### config.mk
export PLATFORM = sky130hd
export DESIGN_NAME = pwr_restore_seq
export DESIGN_NICKNAME = d
export VERILOG_FILES = /design/src/rtl/pwr_restore_pkg.sv /design/src/rtl/rs_elapsed.sv /design/src/rtl/rs_pulse.sv /design/src/rtl/rs_hold_reg.sv /design/src/rtl/pwr_restore_seq.sv
export SDC_FILE = /design/constraint.sdc
export NUM_CORES = 1
export LEC_CHECK = 0
export BUFFER_PORTS_ARGS = -buffer_cell sky130_fd_sc_hd__buf_4
export CAP_MARGIN = 20
export CORE_MARGIN = 1
export CORE_UTILIZATION = 47
export CTS_BUF_LIST = sky130_fd_sc_hd__clkbuf_4 sky130_fd_sc_hd__clkbuf_8 sky130_fd_sc_hd__clkbuf_16
export CTS_CLUSTER_DIAMETER = 80
export DETAILED_ROUTE_END_ITERATION = 12
export PLACE_DENSITY = 0.75
export SLEW_MARGIN = 20
export SYNTH_ARGS = -nofsm -noshare
export SYNTH_HDL_FRONTEND = slang
export SYNTH_SLANG_ARGS = --single-unit
### constraint.sdc
create_clock -name clk -period 1.9 [get_ports clk]
set_input_delay 0.19 -clock clk [delete_from_list [all_inputs] [get_ports clk]]
set_output_delay 0.19 -clock clk [all_outputs]
set_load 0.005 [all_outputs]
### src/rtl/pwr_restore_pkg.sv
package pwr_restore_pkg;

    typedef enum logic [2:0] {
        ST_OFF   = 3'd0,
        ST_READ  = 3'd1,
        ST_LOAD  = 3'd2,
        ST_RUN   = 3'd3,
        ST_DRAIN = 3'd4
    } seq_state_e;

    typedef struct packed {
        seq_state_e st;
        logic       done;
    } seq_ctl_t;

endpackage

### src/rtl/rs_elapsed.sv
// Saturating cycle counter, cleared while idle.
module rs_elapsed #(
    parameter int unsigned MAXV = 375,
    localparam int unsigned CW  = $clog2(MAXV + 1)
) (
    input  logic          clk,
    input  logic          rst_n,
    input  logic          clr,
    output logic [CW-1:0] cnt
);
    localparam logic [CW-1:0] LIM = CW'(MAXV);

    logic [CW-1:0] cnt_d, cnt_q;

    always_comb begin
        cnt_d = cnt_q;
        if (clr)              cnt_d = '0;
        else if (cnt_q < LIM) cnt_d = cnt_q + 1'b1;
    end

    always_ff @(posedge clk or negedge rst_n) begin
        if (!rst_n) cnt_q <= '0;
        else        cnt_q <= cnt_d;
    end

    assign cnt = cnt_q;
endmodule

### src/rtl/rs_pulse.sv
// One pulse of LEN cycles per arm period; starts the cycle after arm rises.
module rs_pulse #(
    parameter int unsigned LEN = 4,
    localparam int unsigned CW = $clog2(LEN + 1)
) (
    input  logic clk,
    input  logic rst_n,
    input  logic arm,
    output logic pulse,
    output logic spent
);
    localparam logic [CW-1:0] LEN_V = CW'(LEN);

    typedef struct packed {
        logic [CW-1:0] cnt;
        logic          fired;
    } pg_t;

    pg_t pg_d, pg_q;

    always_comb begin
        pg_d = pg_q;
        if (!arm) begin
            pg_d.cnt   = '0;
            pg_d.fired = 1'b0;
        end else if (!pg_q.fired) begin
            pg_d.cnt   = LEN_V;
            pg_d.fired = 1'b1;
        end else if (pg_q.cnt != '0) begin
            pg_d.cnt = pg_q.cnt - 1'b1;
        end
    end

    always_ff @(posedge clk or negedge rst_n) begin
        if (!rst_n) pg_q <= '0;
        else        pg_q <= pg_d;
    end

    assign pulse = (pg_q.cnt != '0);
    assign spent = pg_q.fired && (pg_q.cnt == '0);
endmodule

### src/rtl/rs_hold_reg.sv
// Holds the shadow word captured at read completion.
module rs_hold_reg #(
    parameter int unsigned WIDTH = 8
) (
    input  logic             clk,
    input  logic             rst_n,
    input  logic             load,
    input  logic [WIDTH-1:0] din,
    output logic [WIDTH-1:0] dout
);
    logic [WIDTH-1:0] val_d, val_q;

    always_comb begin
        val_d = val_q;
        if (load) val_d = din;
    end

    always_ff @(posedge clk or negedge rst_n) begin
        if (!rst_n) val_q <= '0;
        else        val_q <= val_d;
    end

    assign dout = val_q;
endmodule

### src/rtl/pwr_restore_seq.sv
module pwr_restore_seq
    import pwr_restore_pkg::*;
#(
    parameter int unsigned WIDTH     = 8,
    parameter int unsigned RES_CYC   = 250,
    parameter int unsigned HOLD_CYC  = 375,
    parameter int unsigned PULSE_CYC = 4
) (
    input  logic             clk,
    input  logic             rst_n,
    input  logic             pwr_ok,
    input  logic [WIDTH-1:0] shd_rdata,
    input  logic             shd_rd_done,
    input  logic             wb_busy,
    output logic             shd_rd_req,
    output logic             inj_sel,
    output logic [WIDTH-1:0] inj_data,
    output logic             inj_clk,
    output logic             user_wr_block,
    output logic             upd_block,
    output logic             restore_done
);
    localparam int unsigned EW = $clog2(HOLD_CYC + 1);
    localparam logic [EW-1:0] HOLD_LIM = EW'(HOLD_CYC - 1);
    // RES_CYC is the budget the read latency must respect; it sizes nothing here.
    localparam int unsigned RES_SLACK = (RES_CYC > PULSE_CYC + 1) ? RES_CYC - PULSE_CYC - 1 : 0;

    seq_ctl_t      ctl_d, ctl_q;
    logic [EW-1:0] elapsed;
    logic          pulse_raw, pulse_spent;
    logic          capture, hold_met;

    rs_elapsed #(.MAXV(HOLD_CYC)) u_elapsed (
        .clk   (clk),
        .rst_n (rst_n),
        .clr   ((ctl_q.st == ST_OFF) || (ctl_q.st == ST_DRAIN)),
        .cnt   (elapsed)
    );

    rs_pulse #(.LEN(PULSE_CYC)) u_pulse (
        .clk   (clk),
        .rst_n (rst_n),
        .arm   (ctl_q.st == ST_LOAD),
        .pulse (pulse_raw),
        .spent (pulse_spent)
    );

    rs_hold_reg #(.WIDTH(WIDTH)) u_hold (
        .clk   (clk),
        .rst_n (rst_n),
        .load  (capture),
        .din   (shd_rdata),
        .dout  (inj_data)
    );

    assign hold_met = (elapsed >= HOLD_LIM);
    assign capture  = (ctl_q.st == ST_READ) && pwr_ok && shd_rd_done;

    always_comb begin
        ctl_d      = ctl_q;
        ctl_d.done = 1'b0;
        unique case (ctl_q.st)
            ST_OFF: begin
                if (pwr_ok) ctl_d.st = ST_READ;
            end
            ST_READ: begin
                if (!pwr_ok)          ctl_d.st = ST_OFF;
                else if (shd_rd_done) ctl_d.st = ST_LOAD;
            end
            ST_LOAD: begin
                if (!pwr_ok) begin
                    ctl_d.st = ST_OFF;
                end else if (pulse_spent && hold_met) begin
                    ctl_d.st   = ST_RUN;
                    ctl_d.done = 1'b1;
                end
            end
            ST_RUN: begin
                if (!pwr_ok) ctl_d.st = ST_DRAIN;
            end
            ST_DRAIN: begin
                if (!wb_busy) ctl_d.st = ST_OFF;
            end
            default: ctl_d.st = ST_OFF;
        endcase
    end

    always_ff @(posedge clk or negedge rst_n) begin
        if (!rst_n) begin
            ctl_q.st   <= ST_OFF;
            ctl_q.done <= 1'b0;
        end else begin
            ctl_q <= ctl_d;
        end
    end

    assign shd_rd_req    = (ctl_q.st == ST_READ);
    assign inj_sel       = (ctl_q.st == ST_LOAD);
    assign inj_clk       = pulse_raw && inj_sel;
    assign user_wr_block = (ctl_q.st != ST_RUN);
    assign upd_block     = (ctl_q.st != ST_RUN);
    assign restore_done  = ctl_q.done;
endmodule

==> results.ini <==
[layout]
nets = 160
final_util = 0.608
layout-drive-gt1-share = 0.338
area_growth_syn_to_layout_pct = 22.1
antennaDiodeCount = 0
stdcell_count = 172

[clocking]
cts.clk_slew.worst_paths_ns = 0.13
post-cts-setup-buffers = 0
insertion_delay_ns = 0.32
cts-htree-levels = 1
cts_made_buffers = 3
clock_path_buffers = 2
clock_sink_count = 25
cts_tree = yes
cts-root-buf = clkbuf_4
postCtsHoldBufs = 1
cts_resized = 0

[drt]
via_count = 917
wl_um = 2210
ant_nets = 0
drt-initial-drc-count = 6
dr.pass1.iters = 4
route.detailed.drc = 0
wl_per_cell_um = 12.8
routed_via_density = 5.33

[grt]
grt_pass1_vias = 834
overflow = 0
antenna_found_initial = 0
grt_max_degree = 26
grt_pass1_wl_um = 3580
track_usage = 0.181

[synthesis]
synthTopCellsByArea = dfrtp_1, mux2_2, nor2_1, ha_1, xnor2_1
synth_top_area_frac = 0.512
synth_seq_cells = 25
syn_inst = 111
syn_area_per_cell_um2 = 11.0
syn_area_um2 = 1220
yosysSeqAreaShare = 0.512
synthDistinctLibCells = 32
synth_nets = 128
yosys_warnings = 0
synth_area_leader_cell = dfrtp_1

[sta]
fin_tns_setup_ns = 0
slew_headroom = 0.752
fin_crit_sh = 0.914
fin_crit_ns = 1.74
tightest_slew_ns = 0.371
clock_skew_ns = 0.00803
timing.fmax_mhz = 576
whs_ns = 0.0847
setup_viol = 0
rsz0062_at_grt = false
final_hold_viol_count = 0
drv_slew = 0

[critical_path]
max_stage_delay_ns = 0.51
cp.arrival_ns = 1.55
crit_required_ns = 1.71
path_max_fanout = 5
rrSetupSlack_ns = 0.45
critical_path_class = reg2out
crit_path_top_delay_cell = dfrtp_1
path_buf_inv = 2
end_kind = output pin
path_delay_family = flip-flops
crit_path_start_kind = flip-flop
crit_chain = inv_2, or3_4, nor2_1, buf_4

[power]
power_leakage_uw = 0.000694
peakVddDrop_uv = 559
power.density_nw_per_um2 = 801

[floorplan]
start_util = 0.497
core_um2 = 2450
die_area_um2 = 2810
pin_count = 27
die_w_um = 53.0
rows = 18
die_h_um = 53.0

[placed_design]
globalplace.congestion = 0.805
dpl.cell_count = 167
portBuffers = 26
hpwl_um = 1670

[run]
drv_cap = 0

[run_status]
status = finished clean

[min_path]
hold_path_class = in2reg

-- registers in the layout (all words and copies together) (netlist names) --
name and flops:
u_elapsed.cnt 9, restore_done 1, ctl_q 3, u_pulse.pg_q 4, u_hold.dout 8
-- logic make-up after synthesis --
group	count (synthesis)	share of synthesized area
AND/OR/NAND/NOR	41	0.182
flip-flops	25	0.512
AO/OA/AOI/OAI	20	0.119
multiplexers	9	0.0820
buffers and inverters	7	0.0277
XOR/XNOR	5	0.0359
adder cells (fa/ha/maj)	4	0.0410
-- metal layers --
layer | routed length (um) | global-route usage | vias to the layer above
li1 | - | - | 457
met2 | 1050 | 0.291 | 27
met4 | 36 | 0.105 | 0
met3 | 105 | 0.0316 | 4
met1 | 1010 | 0.226 | 429
met5 | 0 | 0 | -
-- power by group --
group | total [uW] | leakage, uW | internal [uW] | switching [uW]
Clock | 235 | 0.0000177 | 78.9 | 156
Combinational | 284 | 0.000348 | 178 | 106
Sequential | 676 | 0.000328 | 609 | 66.7
-- through the flow --
step / setup WS, ns / power [uW] / area [um2]
floorplan: 0.560 / 802 / 1220
global placement: 0.483 / 956 / 1450
detailed placement: 0.458 / 972 / 1450
CTS: 0.141 / 1210 / 1490
global route: 0.0664 / 1270 / 1490
finish: 0.164 / 1190 / 1490
-- area by class of cell --
class / count / area [um2]
inverters: 5 / 18.8
clock inverters: 1 / 5.00
multi-input cells: 79 / 562
clock buffers: 3 / 22.5
flip-flops and latches: 25 / 626
well taps: 30 / 37.5
repair buffers: 29 / 220
fillers: 214 / 963
-- cells in the mapped netlist (all sizes together) --
| master | n |
|---|---|
| nand3b | 1 |
| o211a | 2 |
| mux2i | 1 |
| a21oi | 8 |
| dfrtp | 25 |
| nand4 | 1 |
| a211oi | 2 |
| o31a | 1 |
| nand3 | 3 |
| or3 | 1 |
| nor3b | 3 |
| nor2 | 14 |
| a41o | 1 |
| a31oi | 2 |
| and3 | 2 |
| a31o | 1 |
| nand2 | 9 |
| nor2b | 1 |
| o21ai | 1 |
| o2111a | 1 |
| nor3 | 5 |
| xnor2 | 5 |
| o2111ai | 1 |
| inv | 5 |
| mux2 | 8 |
| ha | 4 |
| buf | 2 |
| nand2b | 1 |
-- final timing paths --
kind	from	cells past startpoint	end
min	pwr_ok	2	ctl_q[3]$_DFFE_PN0P_
max reg2reg	ctl_q[3]$_DFFE_PN0P_	3	u_hold.dout[3]$_DFFE_PN0P_
max	ctl_q[2]$_DFFE_PN0P_	4	inj_clk
min in group asynchronous	rst_n	2	restore_done$_DFF_PN0_
min reg2reg	u_pulse.pg_q[0]$_DFF_PN0_	1	u_pulse.pg_q[3]$_DFFE_PN0P_
max in group asynchronous	rst_n	2	u_elapsed.cnt[6]$_DFFE_PN0P_
-- cells in the final DEF, fill, tap and decap left out, drive strengths merged --
master and count:
a211oi 2, a21oi 8, a31o 1, a31oi 2, a41o 1, and3 2
buf 28, clkbuf 3, clkinv 1, dfrtp 25, dlygate4sd3 1, ha 4
inv 5, mux2 8, mux2i 1, nand2 9, nand2b 1, nand3 3
nand3b 1, nand4 1, nor2 14, nor2b 1, nor3 5, nor3b 3
o2111a 1, o2111ai 1, o211a 2, o21ai 1, o31a 1, or3 1
xnor2 5
Power figures use the tool's default switching activity.
